==> config.mk <==
export PLATFORM = sky130hd
export DESIGN_NAME = esf_event_formatter
export DESIGN_NICKNAME = d
export VERILOG_FILES = /design/src/rtl/esf_pkg.sv /design/src/rtl/esf_decimator.sv /design/src/rtl/esf_fifo.sv /design/src/rtl/esf_rate_bank.sv /design/src/rtl/esf_event_formatter.sv
export SDC_FILE = /design/constraint.sdc
export NUM_CORES = 1
export LEC_CHECK = 0
export ABC_AREA = 0
export BUFFER_PORTS_ARGS = -buffer_cell sky130_fd_sc_hd__buf_2
export CAP_MARGIN = 0
export CORE_UTILIZATION = 50
export CTS_CLUSTER_SIZE = 16
export DETAILED_ROUTE_END_ITERATION = 6
export HOLD_SLACK_MARGIN = 0.02
export PLACE_DENSITY = 0.76
export SYNTH_ARGS = -nofsm -noshare
export SYNTH_HDL_FRONTEND = slang
export SYNTH_SLANG_ARGS = --single-unit
==> constraint.sdc <==
create_clock -name clk -period 11.95 [get_ports clk]
set_input_delay 0.5975 -clock clk [delete_from_list [all_inputs] [get_ports clk]]
set_output_delay 0.5975 -clock clk [all_outputs]
set_load 0.03 [all_outputs]
==> src/rtl/esf_pkg.sv <==
package esf_pkg;
    localparam int EVT_W  = 16;
    localparam int ENG_W  = 12;
    localparam int DET_W  = 2;
    localparam int NDET   = 1 << DET_W;
    localparam int CNT_W  = 16;
    localparam int NSLOT  = 2 * NDET;
    localparam int TAG_W  = $clog2(NSLOT);

    typedef struct packed {
        logic [DET_W-1:0] det;
        logic             uld;
        logic             lld;
        logic [ENG_W-1:0] energy;
    } evt_t;

    function automatic logic [CNT_W-1:0] sat_inc(input logic [CNT_W-1:0] v);
        return (v == {CNT_W{1'b1}}) ? v : v + 1'b1;
    endfunction
endpackage

==> src/rtl/esf_decimator.sv <==
module esf_decimator
    import esf_pkg::*;
#(
    parameter int RATIO_W = 8
) (
    input  logic               clk,
    input  logic               rst,
    input  logic               evt_valid,
    input  evt_t               evt,
    input  logic [ENG_W-1:0]   low_thresh,
    input  logic [RATIO_W-1:0] decim_ratio,
    output logic               keep
);
    logic [RATIO_W-1:0] phase;
    logic [RATIO_W:0]   phase_nx;
    logic [RATIO_W:0]   eff_n;
    logic               is_low;

    always_comb begin
        is_low   = evt.energy < low_thresh;
        eff_n    = (decim_ratio == '0) ? {{RATIO_W{1'b0}}, 1'b1} : {1'b0, decim_ratio};
        phase_nx = {1'b0, phase} + 1'b1;
        keep     = evt_valid && (!is_low || phase == '0 || eff_n == 1);
    end

    always_ff @(posedge clk) begin
        if (rst) begin
            phase <= '0;
        end else if (evt_valid && is_low) begin
            if (phase_nx >= eff_n) phase <= '0;
            else                   phase <= phase_nx[RATIO_W-1:0];
        end
    end
endmodule

==> src/rtl/esf_fifo.sv <==
module esf_fifo
    import esf_pkg::*;
#(
    parameter int W     = 16,
    parameter int DEPTH = 16
) (
    input  logic                     clk,
    input  logic                     rst,
    input  logic                     wr_req,
    input  logic [W-1:0]             wr_data,
    input  logic                     rd_en,
    output logic [W-1:0]             rd_data,
    output logic                     empty,
    output logic                     full,
    output logic [$clog2(DEPTH):0]   count,
    output logic [CNT_W-1:0]         drops
);
    localparam int AW = $clog2(DEPTH);

    logic [W-1:0]  mem [DEPTH];
    logic [AW-1:0] wp, rp;
    logic          wr_ok, rd_ok;

    always_comb begin
        empty   = (count == '0);
        full    = (count == DEPTH[AW:0]);
        wr_ok   = wr_req && !full;
        rd_ok   = rd_en && !empty;
        rd_data = mem[rp];
    end

    always_ff @(posedge clk) begin
        if (wr_ok) mem[wp] <= wr_data;
    end

    always_ff @(posedge clk) begin
        if (rst) begin
            wp    <= '0;
            rp    <= '0;
            count <= '0;
            drops <= '0;
        end else begin
            if (wr_ok) wp <= wp + 1'b1;
            if (rd_ok) rp <= rp + 1'b1;
            case ({wr_ok, rd_ok})
                2'b10:   count <= count + 1'b1;
                2'b01:   count <= count - 1'b1;
                default: count <= count;
            endcase
            if (wr_req && full) drops <= sat_inc(drops);
        end
    end
endmodule

==> src/rtl/esf_rate_bank.sv <==
module esf_rate_bank
    import esf_pkg::*;
(
    input  logic             clk,
    input  logic             rst,
    input  logic             evt_valid,
    input  evt_t             evt,
    input  logic             sync,
    output logic             rate_valid,
    output logic [TAG_W-1:0] rate_tag,
    output logic [CNT_W-1:0] rate_word
);
    logic [CNT_W-1:0] live [NSLOT];
    logic [CNT_W-1:0] snap [NSLOT];
    logic             active;
    logic [TAG_W-1:0] idx;

    for (genvar s = 0; s < NSLOT; s++) begin : g_slot
        logic hit;
        always_comb begin
            hit = evt_valid && (evt.det == DET_W'(s / 2)) &&
                  ((s % 2 == 1) ? evt.uld : evt.lld);
        end
        always_ff @(posedge clk) begin
            if (rst) begin
                live[s] <= '0;
                snap[s] <= '0;
            end else if (sync) begin
                snap[s] <= live[s];
                live[s] <= hit ? CNT_W'(1) : '0;
            end else if (hit) begin
                live[s] <= sat_inc(live[s]);
            end
        end
    end

    always_ff @(posedge clk) begin
        if (rst) begin
            active <= 1'b0;
            idx    <= '0;
        end else if (sync) begin
            active <= 1'b1;
            idx    <= '0;
        end else if (active) begin
            if (idx == TAG_W'(NSLOT - 1)) active <= 1'b0;
            else                          idx    <= idx + 1'b1;
        end
    end

    always_comb begin
        rate_valid = active;
        rate_tag   = idx;
        rate_word  = snap[idx];
    end
endmodule

==> src/rtl/esf_event_formatter.sv <==
module esf_event_formatter
    import esf_pkg::*;
#(
    parameter int DEPTH   = 16,
    parameter int RATIO_W = 8
) (
    input  logic                   clk,
    input  logic                   rst,
    input  logic                   evt_valid,
    input  logic [15:0]            evt_word,
    input  logic [11:0]            low_thresh,
    input  logic [RATIO_W-1:0]     decim_ratio,
    input  logic                   sync_1hz,
    input  logic                   rd_en,
    output logic [15:0]            rd_data,
    output logic                   fifo_empty,
    output logic                   fifo_full,
    output logic [$clog2(DEPTH):0] fifo_count,
    output logic [15:0]            ovf_count,
    output logic                   rate_valid,
    output logic [2:0]             rate_tag,
    output logic [15:0]            rate_word
);
    evt_t evt;
    logic keep_w;

    assign evt = evt_t'(evt_word);

    esf_decimator #(.RATIO_W(RATIO_W)) u_dec (
        .clk(clk), .rst(rst), .evt_valid(evt_valid), .evt(evt),
        .low_thresh(low_thresh), .decim_ratio(decim_ratio), .keep(keep_w)
    );

    esf_fifo #(.W(EVT_W), .DEPTH(DEPTH)) u_fifo (
        .clk(clk), .rst(rst), .wr_req(keep_w), .wr_data(evt_word),
        .rd_en(rd_en), .rd_data(rd_data), .empty(fifo_empty),
        .full(fifo_full), .count(fifo_count), .drops(ovf_count)
    );

    esf_rate_bank u_rate (
        .clk(clk), .rst(rst), .evt_valid(evt_valid), .evt(evt),
        .sync(sync_1hz), .rate_valid(rate_valid), .rate_tag(rate_tag),
        .rate_word(rate_word)
    );
endmodule

==> After elaboration in Yosys (flattened, before gate mapping) <==
Memory sizes are Yosys's and may differ from the RTL's. A register that Yosys moved wholly into a read port is not among the register bits.
Index checks and enable logic that the tools add are counted.
{ "word_totals": {"ff_bits": 41, "ram_bits": 512, "in_bits": 41, "word_cells": 189, "n_memories": 3} }
{ "classes": {"addsub": 15, "magnitude_cmp": 2, "n_eq_ne": 17, "muxes": 89, "bitwise_logic": 26, "reduce_logical": 30} }
{ "mem_list": {"columns": ["memory", "words", "word_bits", "rd", "rd_clocked_by_memory_dff", "wr", "line", "text"], "rows": [
  ["u_fifo.mem", 16, 16, 1, 1, 1, "esf_fifo.sv:20", "logic [W-1:0] mem [DEPTH];"],
  ["u_rate.live", 8, 16, 8, 0, 8, "esf_rate_bank.sv:13", "logic [CNT_W-1:0] live [NSLOT];"],
  ["u_rate.snap", 8, 16, 1, 1, 8, "esf_rate_bank.sv:14", "logic [CNT_W-1:0] snap [NSLOT];"]
]} }
{ "op_table": {"columns": ["op", "n"], "rows": [
  ["$mux W16", 32],
  ["$add A16 B1 Y16 const B", 9],
  ["$eq A16 B16 Y1 const B", 9],
  ["$mux W1", 50],
  ["$or A1 B1 Y1", 24],
  ["$logic_and A1 B1 Y1", 17],
  ["$logic_not A8 Y1", 2],
  ["$mux W8", 2],
  ["$lt A12 B12 Y1", 1],
  ["$pmux W5 S2", 1],
  ["$add A8 B1 Y9 const B", 1],
  ["$eq A9 B1 Y1 const B", 1],
  ["$ge A9 B9 Y1", 1],
  ["$add A4 B1 Y4 const B", 2],
  ["$mux W4", 2],
  ["$eq A2 B2 Y1 const B", 3],
  ["$mux W3", 2],
  ["$add A5 B1 Y5 const B", 1],
  ["$eq A5 B5 Y1 const B", 1],
  ["$logic_not A5 Y1", 1],
  ["$sub A5 B1 Y5 const B", 1],
  ["$eq A2 B1 Y1 const B", 2],
  ["$reduce_and A2 Y1", 2],
  ["$add A3 B1 Y3 const B", 1],
  ["7 further kinds", 11]
]} }

==> Longest topological paths before layout <==
Gate-level depths: netlist of the first run.
{ "depth": {"word_depth": 8, "depth_mapped": 18} }

==> By module <==
Synthesis of the first run repeated with hierarchy kept, for this count alone.
{ "hier_totals": {"cells_unflattened": 1705, "hier_area_um2": 25288.0} }
{ "by_module_without_submodules": {"columns": ["mod", "instances", "cells_per_inst", "area_each_um2"], "rows": [
  ["esf_rate_bank", 1, 1007, 12752.2],
  ["esf_fifo", 1, 570, 11513.5],
  ["esf_decimator", 1, 128, 1022.2]
]} }

==> Worst setup path before layout of the first run <==
No wires, ideal clock.
{ "synth_path": {"path_type": "in2reg", "startpoint": "input port rst", "endpoint": "memory u_rate.snap[0][0], enable pin", "setup_time_ns": 0.483, "arrival_time_ns": 3.770, "required_time_ns": 11.467, "path_slack_ns": 7.697, "path_stages": 4, "path_buffers": 2, "path_cell_list": "clkbuf_1 > nor2_1 > clkbuf_1 > inv_1"} }
{ "synth_lines": {"columns": ["item", "line", "text"], "rows": [
  ["start, declared", "esf_event_formatter.sv:8", "input logic rst,"],
  ["end, declared", "esf_rate_bank.sv:14", null]
]} }

==> Final worst setup path of the first run <==
{ "layout_path": {"startpoint": "register u_dec.phase[0]", "endpoint": "register u_fifo.count[4]"} }
{ "layout_via": {"elab_chain_cells": 7, "elab_cells_between_ends": 9, "classes_between": "2 x eq/ne; 1 x mux; 6 x reduce/logical"} }
{ "layout_rtl": {"columns": ["item", "line", "text"], "rows": [
  ["start, declared", "esf_decimator.sv:14", "logic [RATIO_W-1:0] phase;"],
  ["start signal, assigned", "esf_decimator.sv:31", "else phase <= phase_nx[RATIO_W-1:0];"],
  ["$logic_not A8 Y1 (*)", "esf_decimator.sv:23", "keep = evt_valid && (!is_low || phase == '0 || eff_n == 1);"],
  ["$logic_or A1 B1 Y1 (*) (2 in series)", "esf_decimator.sv:23", null],
  ["$logic_and A1 B1 Y1 (*)", "esf_decimator.sv:23", null],
  ["$logic_and A1 B1 Y1 (*)", "esf_fifo.sv:27", "wr_ok = wr_req && !full;"],
  ["$eq A2 B1 Y1 or $eq A2 B2 Y1 (tied branches)", "esf_fifo.sv:45", "case ({wr_ok, rd_ok})"],
  ["$pmux W5 S2 or $reduce_bool A2 Y1 (tied branches)", null, null],
  ["end signal, assigned", "esf_fifo.sv:46", "2'b10: count <= count + 1'b1;"],
  ["end signal, assigned", "esf_fifo.sv:47", "2'b01: count <= count - 1'b1;"],
  ["end signal, assigned", "esf_fifo.sv:48", "default: count <= count;"],
  ["end, declared", "esf_fifo.sv:15", "output logic [$clog2(DEPTH):0] count,"]
]} }
Mark *: on every way between the ends. The rest lies on a longest branch, timed or not.
A chain may end at the register's enable or synchronous reset.

==> results.sh, run 1 <==
export IMPL_outcome="finished, final reports clean"
export IMPL_crit_path_max_incr_delay_ps=820
export IMPL_crit_chain="inv_1 > ha_1 > nor4b_1 > nand2_1 > nand3_1 > o31ai_4 > nor2_1 > inv_1 > ha_1 > inv_1 > fa_1 > nor2b_1 > o21ai_0 > and3_1 > nor3_1 > xnor2_1 > nor2_1"
export IMPL_die_h_um=225
export IMPL_maxCapViolations=0
export IMPL_fp_row_count=81
export IMPL_synth_net_count=1749
export IMPL_syn_inst=1666
export IMPL_tightest_slew_ps=1210
export IMPL_ys_types=48
export IMPL_clk_path_buf_depth=3
export IMPL_yosys_warnings=0
export IMPL_fin_crit_ps=4380
export IMPL_grt_ovfl_total=0
export IMPL_clk_pin_slew_ps=60
export IMPL_mostFrequentLayoutCell="edfxtp_1"
export IMPL_drive_gt1_share_pct=19.3
export IMPL_nNetsFinal=1856
export IMPL_cp_required_ps=12410
export IMPL_cpMostUsedCell="inv_1"
export IMPL_die_area_um2=50700
export IMPL_grt_max_degree=129
export IMPL_cts_sinks=560
export IMPL_synthArstFlopShare_pct=0
export IMPL_portBuffers=99
export IMPL_placed_area_um2=26100
export IMPL_synthToLayoutAreaGrowth_pct=12.3
export IMPL_first_pass_iters=5
export IMPL_syn_cell_area_um2=24900
export IMPL_crit_type="flip-flop to flip-flop"
export IMPL_cp_max_fo=24
export IMPL_synth_main_ff_cell="edfxtp_1"
export IMPL_timing_final_hold_violations=0
export IMPL_worst_ir_drop_vdd_mv=0.151
export IMPL_start_util_pct=50.8
export IMPL_ant_nets=0
export IMPL_grt_pass1_wl_um=82400
export IMPL_vias=14400
export IMPL_final_util_pct=57.0
export IMPL_drc=0
export IMPL_worstSetupStartpointType="flip-flop"
export IMPL_synth_top_area_cell="edfxtp_1"
export IMPL_cts_buffers=56
export IMPL_max_slew_margin_pct=18.5
export IMPL_setup_tns_ps=0
export IMPL_cts_resized=0
export IMPL_wirelength_um=54500
export IMPL_ios=100
export IMPL_cts_tree="done"
export IMPL_hold_ws_ps=381
export IMPL_htree_levels=2
export IMPL_ys_seq_area_share_pct=65.6
export IMPL_period_share_pct=36.7
export IMPL_slew_viol_final=0
export IMPL_layout_common_cells="edfxtp_1 (512), nor2_1 (159), and2_1 (137)"
export IMPL_p_leak_nw=9.75
export IMPL_yosys_area_top_type_share_pct=61.8
export IMPL_drtIter0Drc=1446
export IMPL_hold_buffers=0
export IMPL_dpl_hpwl_um=33400
export IMPL_setup_violations=0
export IMPL_wl_per_cell_um=21.9
export IMPL_grt_usage_pct=21.7
export IMPL_cts_root_buffer="clkbuf_16"
export IMPL_finalInstanceArea_um2=27900
export IMPL_max_freq_mhz=228
export IMPL_p_per_area_nw_per_um2=166
export IMPL_synth_edf_count=512
export IMPL_grt_antenna_before_repair=3
export IMPL_die_w_um=225
export IMPL_dpl_cell_count=2379
export IMPL_avgViaCountPerCell=5.78
export IMPL_hold_path_class="input port to flip-flop"
export IMPL_synth_area_leaders="edfxtp_1 (62%), mux4_2 (10%), dfxtp_1 (3.9%)"
export IMPL_clock_skew_ps=23.6
export IMPL_gp_congestion=0.828
export IMPL_clock_latency_ps=610
export IMPL_grt_pass1_vias=14000
export IMPL_arrival_ps=4840
export IMPL_avgSynthCellArea_um2=14.9
export IMPL_fin_cells=2484
export IMPL_postCtsSetupRepairBufs=0
export IMPL_core_um2=49100
export IMPL_yosys_register_bits=560
export IMPL_worst_setup_path_end_kind="flip-flop"
export IMPL_cpMaxStageDelayCell="o31ai_4"
export IMPL_rsz0062_at_grt="false"
==> cells in the mapped netlist, drive strengths merged, types with 24 or more instances <==
master,number
edfxtp,512
nor2,159
and2,137
mux4,112
nand3,71
xor2,71
and3,60
nand2,55
clkbuf,48
dfxtp,48
xnor2,44
inv,43
a21oi,41
ha,41
o21ai,32
nand4,26
nor2b,24
==> worst paths after layout <==
path / from / endpoint / slack [ps] / cells past startpoint
worst max-delay path: u_dec.phase[0] / u_fifo.count[4] / 7570 / 17
worst min-delay path: evt_word[3] / u_fifo.mem[2][3] / 380 / 1
worst max register to register: u_dec.phase[0] / u_fifo.count[4] / 7570 / 17
worst min register to register: u_dec.phase[1] / u_dec.phase[1] / 500 / 2
==> flip-flops by register name, indices dropped and copies added (netlist names), named ones only <==
register	flops
u_fifo.rp	4
u_fifo.drops	16
u_fifo.mem	256
u_fifo.count	5
u_dec.phase	8
u_rate.snap	128
u_rate.rate_valid	1
u_fifo.wp	4
u_rate.live	128
u_rate.rate_tag	3
==> metal layers <==
metal	vias up	track usage, %	part of all wire (%)
met1	7210	29.6	41
li1	6509	-	-
met4	2	6.10	2.1
met3	84	4.32	7.6
met2	564	35.6	49
met5	-	0	0.024
==> cells by family after synthesis <==
group                      synth area share [%]
and+or+nand+nor                            12.8
DFF                                        65.6
muxes                                      11.3
xor gates and xnor gates                   4.05
buffers and inverters                      1.80
AOI/OAI and AO/OA                          2.35
adders and majority gates                  2.14
==> per-stage QoR <==
step	total power, mW	setup WS, ps
6_report	4.64	7570
4_1_cts	4.67	7620
5_1_grt	4.78	7270
3_5_place_dp	2.92	7050
3_3_place_gp	2.90	7400
2_1_floorplan	2.74	7700
==> layout make-up <==
| type | count | area (um^2) |
|---|---|---|
| Clock inverter | 29 | 298 |
| Clock buffer | 75 | 1540 |
| Sequential cell | 560 | 16300 |
| Antenna cell | 1 | 2.50 |
| Inverter | 43 | 164 |
| Tap cell | 664 | 831 |
| Multi-Input combinational cell | 993 | 8120 |
| Fill cell | 3774 | 21100 |
| Timing Repair Buffer | 119 | 646 |
==> worst max-delay path, delay by kind of cell (launching register included) <==
kind	cells	cell delay (ps)
DFF	1	420
and+or+nand+nor	8	1520
AOI/OAI and AO/OA	2	960
xor gates and xnor gates	1	140
buffers and inverters	3	330
adders and majority gates	3	840
==> report_power, final <==
group,switching (mW),internal [mW]
Sequential,0.0676,2.22
Clock,0.745,1.02
Combinational,0.344,0.243
(Power assumes the default switching activity.)
==> run 2, diff against run 1 <==
==> constraint.sdc (replaced) <==
create_clock -name clk -period 4.4 [get_ports clk]
set_input_delay 0.22 -clock clk [delete_from_list [all_inputs] [get_ports clk]]
set_output_delay 0.22 -clock clk [all_outputs]
set_load 0.03 [all_outputs]
==> run 2 against run 1 <==
Effect of this change:
- flip-flop and latch count stayed put
- wire length is 1.1% higher
- global-route usage is 0.45 points higher
- hold slack worse by 310 ps
- total power grew to 2.7 times the previous value
- first-iteration DRC count is 15% lower
- critical path type is now input port to flip-flop
- final area is 1.1% higher
- count of clock-buffer cells in the layout is 4 lower
- via count is 1.2% higher
- critical endpoint unchanged
==> results.sh, run 2 (same netlist as run 1, synthesis figures left out) <==
export IMPL_drive_gt1_share_pct=19.6
export IMPL_path_buf_inv=4
export IMPL_ios=100
export IMPL_r2r_slack_ps=1040
export IMPL_largest_reg_flops=256
export IMPL_cts_root_buffer="clkbuf_16"
export IMPL_portBuffers=99
export IMPL_grt_pass1_wl_um=84300
export IMPL_cts_tree="done"
export IMPL_avgViaCountPerCell=5.79
export IMPL_dpl_worst_slack_ps=825
export IMPL_timing_final_hold_violations=0
export IMPL_slew_viol_final=0
export IMPL_reg2reg_from="u_dec.phase[0]"
export IMPL_nNetsFinal=1880
export IMPL_clock_latency_ps=620
export IMPL_dpl_cell_count=2391
export IMPL_reg2reg_to="u_fifo.count[4]"
export IMPL_cts_buffers=56
export IMPL_max_slew_margin_pct=17.9
export IMPL_clk_path_buf_depth=3
export IMPL_grt_max_degree=129
export IMPL_max_freq_mhz=282
export IMPL_p_per_area_nw_per_um2=451
export IMPL_cts_resized=0
export IMPL_gp_congestion=0.836
export IMPL_cts_sinks=560
export IMPL_drc=0
export IMPL_dpl_hpwl_um=34500
export IMPL_p_leak_nw=9.90
export IMPL_cp_required_ps=4880
export IMPL_wirelength_um=55100
export IMPL_grt_ovfl_total=0
export IMPL_core_um2=49100
export IMPL_min_to="u_rate.rate_valid"
export IMPL_worst_ir_drop_vdd_mv=0.381
export IMPL_setup_tns_ps=0
export IMPL_start_util_pct=50.8
export IMPL_cpMaxStageDelayCell="dlygate4sd3_1"
export IMPL_synthToLayoutAreaGrowth_pct=13.5
export IMPL_die_h_um=225
export IMPL_crit_path_max_incr_delay_ps=520
export IMPL_hold_start="sync_1hz"
export IMPL_setup_ws_ps=860
export IMPL_grt_pass1_vias=14600
export IMPL_fin_cells=2509
export IMPL_ff2ff_path_depth=17
export IMPL_grt_antenna_before_repair=2
export IMPL_cp_max_fo=17
export IMPL_fin_crit_ps=3540
export IMPL_grt_usage_pct=22.1
export IMPL_die_area_um2=50700
export IMPL_crit_type="input port to flip-flop"
export IMPL_hold_path_class="input port to flip-flop"
export IMPL_period_share_pct=80.5
export IMPL_vias=14500
export IMPL_setup_violations=0
export IMPL_outcome="finished, final reports clean"
export IMPL_wl_per_cell_um=21.9
export IMPL_hold_ws_ps=75.4
export IMPL_rsz0062_at_grt="false"
export IMPL_top_regs="u_fifo.mem: 256 flops, u_rate.live: 128 flops, u_rate.snap: 128 flops"
export IMPL_largest_register="u_fifo.mem"
export IMPL_final_util_pct=57.6
export IMPL_worstSetupStartpointType="input port"
export IMPL_first_pass_iters=7
export IMPL_crit_chain="dlygate4sd3_1 > buf_2 > ha_1 > nand2_1 > o21a_1 > nand3_1 > o31ai_4 > nor2_1 > inv_1 > ha_1 > inv_1 > fa_1 > nor2b_1 > o21ai_0 > and3_1 > nor3_1 > xnor2_1 > nor2_1"
export IMPL_htree_levels=2
export IMPL_arrival_ps=4020
export IMPL_maxCapViolations=0
export IMPL_mostFrequentLayoutCell="edfxtp_1"
export IMPL_clk_pin_slew_ps=60
export IMPL_worst_setup_path_end_kind="flip-flop"
export IMPL_layout_common_cells="edfxtp_1 (512), nor2_1 (159), and2_1 (137)"
export IMPL_fp_row_count=81
export IMPL_clock_skew_ps=32.8
export IMPL_drtIter0Drc=1231
export IMPL_hold_path_cell_count=3
export IMPL_die_w_um=225
export IMPL_tightest_slew_ps=1220
export IMPL_crit_family="simple AND/OR/NAND/NOR gates"
export IMPL_ant_nets=0
## run 2: layout make-up
cell class / count / area, um^2
antenna: 1 / 2.50
fill: 3723 / 20800
sequential: 560 / 16300
timing repair buffer: 143 / 893
multi-input combinational: 993 / 8120
clock buffer: 71 / 1490
tap: 664 / 831
inverter: 43 / 164
clock inverter: 34 / 415
## run 2: how the worst max path moves through the flow
stage,from,to,cells after the start
2_1_floorplan,rst,u_rate.snap[0][0],4
3_3_place_gp,evt_word[11],u_fifo.count[4],17
3_5_place_dp,evt_word[11],u_fifo.count[4],17
4_1_cts,evt_word[11],u_fifo.count[4],18
5_1_grt,evt_word[11],u_fifo.count[4],18
6_report,evt_word[11],u_fifo.count[4],18
## run 2: worst register-to-register path, cell delays in order (launching register included)
cell	delay, ps
dfxtp_1	420
inv_1	70
ha_1	190
nor4b_1	140
nand2_1	170
nand3_1	160
o31ai_4	330
nor2_1	100
inv_1	80
ha_1	220
inv_1	100
fa_1	380
nor2b_1	160
o21ai_0	130
and3_1	200
nor3_1	180
xnor2_1	150
nor2_1	60
## run 2: power by group
part           switching, mW  total [mW]  internal (mW)
combinational          0.886        1.57          0.683
clock                   2.03        4.90           2.87
sequential             0.240        6.27           6.03
## run 2: repair_timing
item	in CTS	in global routing
hold endpoints to repair	192	0
hold buffers	12	0
setup buffers	0	0
## run 2: routing by layer
metal	vias up	share of wire (%)	track usage [%]
met2	563	50	37.3
met5	-	0.024	0
met1	7327	40	29.0
met4	2	2.7	7.37
met3	101	7.3	4.15
li1	6545	-	-
## run 2: per-stage QoR
stage / power (mW) / area [um^2]
CTS: 12.8 / 28300
global route: 13.1 / 28300
detailed placement: 7.94 / 26200
finish: 12.7 / 28300
floorplan: 7.43 / 24900
global placement: 7.89 / 26200
